File: src/rtl/lct_pkg.sv
package lct_pkg;
  typedef enum logic [2:0] {
    ST_IDLE,
    ST_LOAD,
    ST_CDONE,
    ST_APPLY,
    ST_END
  } lct_state_e;
endpackage

File: src/rtl/lct_cell.sv
module lct_cell #(
  parameter int LUT_INPUTS = 3
) (
  input  logic                  clk,
  input  logic                  rst_n,
  input  logic                  shift_en,
  input  logic                  shift_bit,
  input  logic                  local_i,
  input  logic [LUT_INPUTS-2:0] common_i,
  input  logic                  force_en,
  input  logic                  force_val,
  output logic                  out_o
);
  localparam int ENTRIES = 1 << LUT_INPUTS;

  logic [ENTRIES-1:0]    tbl_q, tbl_d;
  logic [LUT_INPUTS-1:0] addr;
  logic                  lut_val;

  // serial load: the first bit shifted in ends up in the top entry
  always_comb begin
    tbl_d = tbl_q;
    if (shift_en) tbl_d = {tbl_q[ENTRIES-2:0], shift_bit};
  end

  always_ff @(posedge clk or negedge rst_n) begin
    if (!rst_n) tbl_q <= '0;
    else        tbl_q <= tbl_d;
  end

  assign addr    = {common_i, local_i};
  assign lut_val = tbl_q[addr];
  assign out_o   = force_en ? force_val : lut_val;
endmodule

File: src/rtl/lct_ctrl.sv
module lct_ctrl
  import lct_pkg::*;
#(
  parameter int LUT_INPUTS = 3,
  parameter int NUM_CELLS  = 4
) (
  input  logic                  clk,
  input  logic                  rst_n,
  input  logic                  start_i,
  input  logic                  chain_i,
  output logic                  shift_en_o,
  output logic                  shift_bit_o,
  output logic [LUT_INPUTS-1:0] vec_o,
  output logic                  busy_o,
  output logic                  cfg_done_o,
  output logic                  finished_o,
  output logic                  fail_o,
  output logic                  fail_cfg_o,
  output logic [LUT_INPUTS-1:0] fail_vec_o
);
  localparam logic [LUT_INPUTS-1:0] LAST = '1;
  localparam bit ODD_ROW = (NUM_CELLS % 2) == 1;

  lct_state_e            state_q, state_d;
  logic [LUT_INPUTS-1:0] cnt_q, cnt_d;
  logic                  cfg_q, cfg_d;
  logic                  fail_q, fail_d;
  logic                  fcfg_q, fcfg_d;
  logic [LUT_INPUTS-1:0] fvec_q, fvec_d;
  logic                  expect_bit;
  logic                  mismatch;

  // cascade of N parity stages: odd N leaves one copy of (common parity ^ cfg)
  assign expect_bit = cnt_q[0] ^ (ODD_ROW ? ((^cnt_q[LUT_INPUTS-1:1]) ^ cfg_q) : 1'b0);
  assign mismatch   = (state_q == ST_APPLY) && (chain_i != expect_bit);

  always_comb begin
    state_d = state_q;
    cnt_d   = cnt_q;
    cfg_d   = cfg_q;
    fail_d  = fail_q;
    fcfg_d  = fcfg_q;
    fvec_d  = fvec_q;
    unique case (state_q)
      ST_IDLE, ST_END: begin
        if (start_i) begin
          state_d = ST_LOAD;
          cnt_d   = '0;
          cfg_d   = 1'b0;
          fail_d  = 1'b0;
          fcfg_d  = 1'b0;
          fvec_d  = '0;
        end
      end
      ST_LOAD: begin
        cnt_d = cnt_q + 1'b1;
        if (cnt_q == LAST) state_d = ST_CDONE;
      end
      ST_CDONE: begin
        state_d = ST_APPLY;
        cnt_d   = '0;
      end
      ST_APPLY: begin
        cnt_d = cnt_q + 1'b1;
        if (mismatch && !fail_q) begin
          fail_d = 1'b1;
          fcfg_d = cfg_q;
          fvec_d = cnt_q;
        end
        if (cnt_q == LAST) begin
          if (cfg_q) begin
            state_d = ST_END;
          end else begin
            state_d = ST_LOAD;
            cfg_d   = 1'b1;
          end
        end
      end
      default: state_d = ST_IDLE;
    endcase
  end

  always_ff @(posedge clk or negedge rst_n) begin
    if (!rst_n) begin
      state_q <= ST_IDLE;
      cnt_q   <= '0;
      cfg_q   <= 1'b0;
      fail_q  <= 1'b0;
      fcfg_q  <= 1'b0;
      fvec_q  <= '0;
    end else begin
      state_q <= state_d;
      cnt_q   <= cnt_d;
      cfg_q   <= cfg_d;
      fail_q  <= fail_d;
      fcfg_q  <= fcfg_d;
      fvec_q  <= fvec_d;
    end
  end

  // entry index loaded now is ~cnt (top entry first); value = parity ^ cfg
  assign shift_en_o  = (state_q == ST_LOAD);
  assign shift_bit_o = (^(~cnt_q)) ^ cfg_q;
  assign vec_o       = cnt_q;
  assign busy_o      = (state_q != ST_IDLE) && (state_q != ST_END);
  assign cfg_done_o  = (state_q == ST_CDONE);
  assign finished_o  = (state_q == ST_END);
  assign fail_o      = fail_q;
  assign fail_cfg_o  = fcfg_q;
  assign fail_vec_o  = fvec_q;
endmodule

File: src/rtl/lut_chain_tester.sv
module lut_chain_tester #(
  parameter int NUM_CELLS  = 4,
  parameter int LUT_INPUTS = 3,
  parameter int CELL_W     = (NUM_CELLS > 1) ? $clog2(NUM_CELLS) : 1
) (
  input  logic                  clk,
  input  logic                  rst_n,
  input  logic                  start,
  input  logic                  fault_en,
  input  logic [CELL_W-1:0]     fault_cell,
  input  logic                  fault_val,
  output logic                  busy,
  output logic                  cfg_done,
  output logic                  finished,
  output logic                  fail,
  output logic                  fail_cfg,
  output logic [LUT_INPUTS-1:0] fail_vec,
  output logic                  chain_out
);
  logic                  shift_en, shift_bit;
  logic [LUT_INPUTS-1:0] vec;
  logic [NUM_CELLS:0]    link;

  assign link[0] = vec[0];

  lct_ctrl #(.LUT_INPUTS(LUT_INPUTS), .NUM_CELLS(NUM_CELLS)) ctrl_i (
    .clk(clk), .rst_n(rst_n), .start_i(start), .chain_i(link[NUM_CELLS]),
    .shift_en_o(shift_en), .shift_bit_o(shift_bit), .vec_o(vec),
    .busy_o(busy), .cfg_done_o(cfg_done), .finished_o(finished),
    .fail_o(fail), .fail_cfg_o(fail_cfg), .fail_vec_o(fail_vec)
  );

  for (genvar i = 0; i < NUM_CELLS; i++) begin : g_cell
    logic force_here;
    assign force_here = fault_en && (fault_cell == CELL_W'(i));
    lct_cell #(.LUT_INPUTS(LUT_INPUTS)) cell_i (
      .clk(clk), .rst_n(rst_n), .shift_en(shift_en), .shift_bit(shift_bit),
      .local_i(link[i]), .common_i(vec[LUT_INPUTS-1:1]),
      .force_en(force_here), .force_val(fault_val), .out_o(link[i+1])
    );
  end

  assign chain_out = link[NUM_CELLS];
endmodule

File: config.mk
export PLATFORM = sky130hd
export DESIGN_NAME = lut_chain_tester
export DESIGN_NICKNAME = d
export VERILOG_FILES = /design/src/rtl/lct_pkg.sv /design/src/rtl/lct_cell.sv /design/src/rtl/lct_ctrl.sv /design/src/rtl/lut_chain_tester.sv
export SDC_FILE = /design/constraint.sdc
export NUM_CORES = 1
export LEC_CHECK = 0
export ABC_CLOCK_PERIOD_IN_PS = 3660
export CAP_MARGIN = 15
export CORE_AREA = 5 5 58 60
export CTS_BUF_LIST = sky130_fd_sc_hd__clkbuf_2 sky130_fd_sc_hd__clkbuf_4 sky130_fd_sc_hd__clkbuf_8
export DETAILED_ROUTE_END_ITERATION = 6
export DIE_AREA = 0 0 63 65
export DONT_BUFFER_PORTS = 1
export PLACE_DENSITY_LB_ADDON = 0.05
export SLEW_MARGIN = 20
export SYNTH_ARGS = -nofsm -noshare
export SYNTH_HDL_FRONTEND = slang
export SYNTH_SLANG_ARGS = --single-unit
File: constraint.sdc
create_clock -name clk -period 3.66 [get_ports clk]
set_clock_uncertainty 0.15 [all_clocks]
set_input_delay 0.732 -clock clk [delete_from_list [all_inputs] [get_ports clk]]
set_output_delay 0.732 -clock clk [all_outputs]
set_load 0.005 [all_outputs]
## Word level (Yosys, flattened, before mapping)

Index checks and enable logic that the tools add are counted.

| storage, ports and cells | value |
|---|---|
| register bits | 44 |
| ROM bits | 0 |
| bits in latches | 0 |
| logic and storage cells | 79 |
| bits in writable memories | 0 |
| memories | 0 |
| output and inout bits | 9 |

| operators by class | value |
|---|---|
| reductions and logical operators | 20 |
| mux-type cells | 28 |
| bitwise gates (word level) | 2 |
| add/sub/neg operators | 1 |
| equal/unequal tests | 14 |
| shift operators | 0 |
| div/mod/pow operators | 0 |
| $lt $le $gt $ge | 4 |
| $mul | 0 |

Operators by type and width:

| operator | number |
|---|---|
| $mux W3 | 6 |
| $lt A3 B4 Y1 const B | 4 |
| $bmux W1 S3 | 4 |
| $mux W1 | 12 |
| $pmux W3 S4 | 1 |
| $pmux W3 S3 | 1 |
| $reduce_and A3 Y1 | 3 |
| $ne A2 B2 Y1 const B | 4 |
| $logic_and A1 B1 Y1 | 7 |
| $eq A3 B2 Y1 const B | 2 |
| $eq A3 B3 Y1 const B | 2 |
| $pmux W1 S2 | 3 |
| $pmux W3 S2 | 1 |
| $reduce_bool A3 Y1 | 2 |
| $eq A2 B2 Y1 const B | 2 |
| $reduce_or A2 Y1 | 2 |
| $add A3 B1 Y3 const B | 1 |
| $eq A3 B1 Y1 const B | 1 |
| $logic_not A3 Y1 | 1 |
| $ne A3 B3 Y1 const B | 1 |
| $not A3 Y3 | 1 |
| $reduce_xor A3 Y1 | 1 |
| $eq A2 B1 Y1 const B | 1 |
| $logic_not A2 Y1 | 1 |
| 5 further kinds | 5 |

## Depth between registers and ports, before layout

| depth | value |
|---|---|
| word-level depth | 17 |
| depth in mapped cells | 11 |

## Cells and area by module

A second synthesis with hierarchy kept.

| second synthesis, totals | value |
|---|---|
| cell total of the unflattened synthesis | 164 |
| area, all modules | 2,168.3 µm² |

Modules (own cells, without submodules):

| module | times used | sequential area each (µm²) | area an instance (µm²) | cells each |
|---|---|---|---|---|
| lct_cell | 4 | 200.2 | 380.4 | 25 |
| lct_ctrl | 1 | 300.3 | 609.3 | 60 |
| lut_chain_tester | 1 | 0.0 | 37.5 | 4 |

## Worst setup path before layout

Ideal clock, no wire load.

| timing | value |
|---|---|
| path kind | input port to output port |
| from | in fault_val |
| to | out chain_out |
| stages on the path | 6 |
| buffers on the path | 0 |
| setup slack | 0.602 ns |
| required time | 2.778 ns |
| data arrival time | 2.176 ns |
| cell sequence | or4b_1 -> o221a_2 -> o31ai_4 -> o31a_1 -> o22ai_2 -> o31ai_4 |

| on the way | value |
|---|---|
| longest elaborated chain between the ends | 10 |

RTL lines:

| what | line | RTL |
|---|---|---|
| start, declared | lut_chain_tester.sv:11 | `input logic fault_val,` |
| $mux W1 | lct_cell.sv:33 | `assign out_o = force_en ? force_val : lut_val;` |
| $bmux W1 S3 | lct_cell.sv:32 | `assign lut_val = tbl_q[addr];` |
| $mux W1 (implied by the code) | lct_cell.sv:32 |  |
| $mux W1 | lct_cell.sv:33 |  |
| $bmux W1 S3 | lct_cell.sv:32 |  |
| $mux W1 (implied by the code) | lct_cell.sv:32 |  |
| $mux W1 | lct_cell.sv:33 |  |
| $bmux W1 S3 | lct_cell.sv:32 |  |
| $mux W1 (implied by the code) | lct_cell.sv:32 |  |
| $mux W1 (*) | lct_cell.sv:33 |  |
| end, declared | lut_chain_tester.sv:18 | `output logic chain_out` |

Every way passes the cells marked *; elsewhere a longest branch is shown, timed or not. The select of a mux whose other input is x is not followed.

## Worst setup path after layout

| timing | value |
|---|---|
| from | reg ctrl_i.cnt_q[1], in the netlist ctrl_i.vec_o[1] |
| to | out chain_out |

| on the way | value |
|---|---|
| longest elaborated chain between the ends | 12 |

RTL lines:

| what | line | RTL |
|---|---|---|
| start, declared | lct_ctrl.sv:25 | `logic [LUT_INPUTS-1:0] cnt_q, cnt_d;` |
| start signal, assigned | lct_ctrl.sv:93 | `cnt_q <= cnt_d;` |
| $bmux W1 S3 | lct_cell.sv:32 |  |
| $mux W1 (implied by the code) | lct_cell.sv:32 |  |
| $mux W1 | lct_cell.sv:33 |  |
| $bmux W1 S3 | lct_cell.sv:32 |  |
| $mux W1 (implied by the code) | lct_cell.sv:32 |  |
| $mux W1 | lct_cell.sv:33 |  |
| $bmux W1 S3 | lct_cell.sv:32 |  |
| $mux W1 (implied by the code) | lct_cell.sv:32 |  |
| $mux W1 | lct_cell.sv:33 |  |
| $bmux W1 S3 (*) | lct_cell.sv:32 |  |
| $mux W1 (implied by the code) (*) | lct_cell.sv:32 |  |
| $mux W1 (*) | lct_cell.sv:33 |  |

Marked as above.

==> results.py <==
metrics = {
    "floorplanning": {
        "die-area_sq_mm": 0.00410,
        "core_area_sq_mm": 0.00288,
        "num_rows": 20,
        "initial_core_util_pct": 51.0,
        "ios": 16,
        "die-height_um": 65,
        "die_x_um": 63,
    },
    "route": {
        "drc": 0,
        "wl_per_cell_um": 16.4,
        "drt_iter0_drc": 65,
        "dr_wl_met2_mm": 1.54,
        "wl_met3_um": 84,
        "detail-route-antenna-nets": 0,
        "drtPass1Iterations": 4,
        "highest_layer": "met4",
        "wl_mm": 2.95,
        "viasPerCell": 6.07,
        "dr_total_vias": 1092,
        "wl_met1_mm": 1.30,
    },
    "timing": {
        "setup_viol": 0,
        "max_slew_margin_pct": 41.8,
        "finalHoldViolations": 0,
        "hold_ws_ps": 401,
        "min_period_ps": 3340,
        "tightest_slew_ps": 870,
        "rsz0062_at_grt": "false",
        "fin_crit_sh_pct": 91.2,
        "timing.setup.tns_ps": 0,
        "slew_violations": 0,
        "max_freq_mhz": 300,
    },
    "clock_network": {
        "htreeDepth": 1,
        "cts_buffers": 3,
        "clk_pin_slew_ps": 110,
        "clock_latency_ps": 300,
        "cts_buffer_depth": 2,
        "clock-root-buffer": "clkbuf_4",
        "cts_resized": 0,
        "cts_tree": "built",
        "cts.sinks": 20,
    },
    "flow_run": {
        "cap_violations": 0,
    },
    "power_and_ir_drop": {
        "p_comb_share_pct": 60.6,
        "leakagePower_uw": 0.000619,
        "p_clk_share_pct": 6.8,
        "peakVddDrop_mv": 0.485,
        "powerDensity_mw_per_mm2": 986,
        "switchingPower_uw": 662,
        "totalPowerFinal_uw": 1490,
        "p_seq_share_pct": 32.5,
        "intPower_uw": 826,
        "netSwitchingFraction_pct": 44.5,
    },
    "global_route": {
        "track_usage_pct": 16.2,
        "grt_start_max_net_pins": 21,
        "overflow": 0,
        "grt_pass1_vias": 1086,
        "grt_pass1_wl_mm": 5.28,
        "antenna_found_initial": 0,
    },
    "final_layout": {
        "drive_gt1_share_pct": 19.7,
        "diodes": 0,
        "multi_input_area_sq_um": 898,
        "area_growth_pct": 2.81,
        "nets": 158,
        "seqCellArea_sq_um": 500,
        "n_fill_cell": 260,
        "layout_common_cells": "20 x nand2_1, 20 x dfrtp_1, 9 x nor2_1, 9 x mux2i_1, 9 x mux2_2",
    },
    "synth": {
        "synth.cell_area_sq_mm": 0.00147,
        "synth.distinct_cells": 50,
        "synth_warnings": 0,
        "ys.flop_type": "dfrtp_1",
        "syn-instance-count": 149,
        "syn_area_per_cell_sq_um": 9.86,
        "synthArstFlopShare_pct": 100,
        "synth_edf_count": 0,
        "ys_seq_area_share_pct": 34.1,
        "synth_nets": 158,
        "ys_seq_elements": 20,
    },
    "worst_hold_path": {
        "hold_class": "primary input to register",
    },
    "placed_design": {
        "portBuffers": 0,
        "dp_hpwl_mm": 2.32,
        "gp_congestion": 0.830,
    },
    "worst_setup_path": {
        "cp-end-kind": "output pin",
        "worstPathArrival_ps": 2460,
        "cp_max_fo": 14,
        "cp-start-kind": "register",
        "crit_required_ps": 2780,
        "critical_path_class": "register to output pin",
    },
    "status": {
        "status": "completed",
    },
}
==> stage by stage <==
stage	worst slack (ps)	util, %	instances	area, sq um
after global placement	526	51.3	176	1480
after global routing	78.4	52.5	180	1510
after CTS	310	52.5	180	1510
after floorplan	602	-	149	1470
final	322	52.5	180	1510
after detailed placement	469	51.3	176	1480
==> cells in the mapped netlist (2+ instances only) <==
master	number	area [sq um]
o21ai_0	2	10.0
o221ai_1	2	17.5
a211oi_1	2	15.0
dfrtp_1	20	500
nand3_1	2	10.0
nor2b_1	5	31.3
ha_1	2	25.0
xor2_1	2	17.5
a311o_1	2	20.0
o31ai_4	2	42.5
a21oi_1	7	35.0
a22o_1	4	35.0
mux2_4	2	30.0
clkbuf_1	4	15.0
o21ai_1	2	10.0
nand2b_1	4	25.0
buf_2	2	10.0
mux2i_1	9	90.1
mux2_2	9	101
nor2_1	9	33.8
a31oi_1	2	12.5
buf_6	2	22.5
xnor2_1	2	17.5
inv_1	5	18.8
nand2_1	20	75.1
==> critical path, cell delays in order (launching register included) <==
cell      delay, ps
dfrtp_1         680
mux2i_1         300
nand2b_1        180
o221a_2         240
o31ai_4          70
o31a_1          270
o22ai_2         300
o31ai_4         110
==> what timing repair did <==
action                    in CTS  in global routing
setup buffers                  0                  0
hold buffers                   1                  0
hold endpoints to repair      20                  0
==> logic make-up after synthesis <==
kind of cell | count (synthesis) | share of synthesized area [%]
XOR/XNOR | 4 | 2.39
AO/OA/AOI/OAI | 36 | 22.1
flip-flops | 20 | 34.1
multiplexers | 21 | 16.6
buffers and inverters | 14 | 4.77
adder cells (fa/ha/maj) | 2 | 1.70
AND/OR/NAND/NOR | 52 | 18.3
==> sequential cells by signal, summed over array words and instances (netlist names) <==
register and flops:
ctrl_i.state_q 3, ctrl_i.cfg_q 1, g_cell.cell_i.tbl_q 8, ctrl_i.fail_vec_o 3, ctrl_i.vec_o 3, ctrl_i.fail_o 1, ctrl_i.fail_cfg_o 1
==> metal layers <==
layer  vias up  GRT usage (%)
met1       541           20.2
met5         -              0
li1        538              -
met3         2           3.99
met4         0           3.98
met2        11           27.8
==> path summary, 6_finish.rpt <==
kind | slack (ps) | endpoint | cells past startpoint | from
worst max-delay path | 320 | chain_out | 7 | ctrl_i.vec_o[1]
worst min-delay path | 400 | ctrl_i.state_q[2] | 1 | start
worst max register to register | 910 | ctrl_i.fail_vec_o[2] | 9 | ctrl_i.vec_o[1]
worst min register to register | 410 | ctrl_i.fail_cfg_o | 2 | ctrl_i.fail_cfg_o
max in group asynchronous | 1980 | ctrl_i.vec_o[0] | 1 | rst_n
min in group asynchronous | 830 | ctrl_i.state_q[2] | 1 | rst_n
==> final cells by class <==
class                      instances  area share [%]
sequential                        20            33.1
clock buffer                       3            1.49
multi-input combinational        115            59.5
timing repair buffer               3            1.66
tap                               33            2.73
inverter                           6            1.49
==> power by group through the flow <==
stage / registers (uW) / logic (uW) / clock network (uW)
global route: 513 / 1010 / 117
CTS: 484 / 910 / 102
global placement: 485 / 872 / 0
floorplan: 412 / 837 / 0
detailed placement: 490 / 902 / 0
finish: 484 / 902 / 102
(Power assumes the default switching activity.)
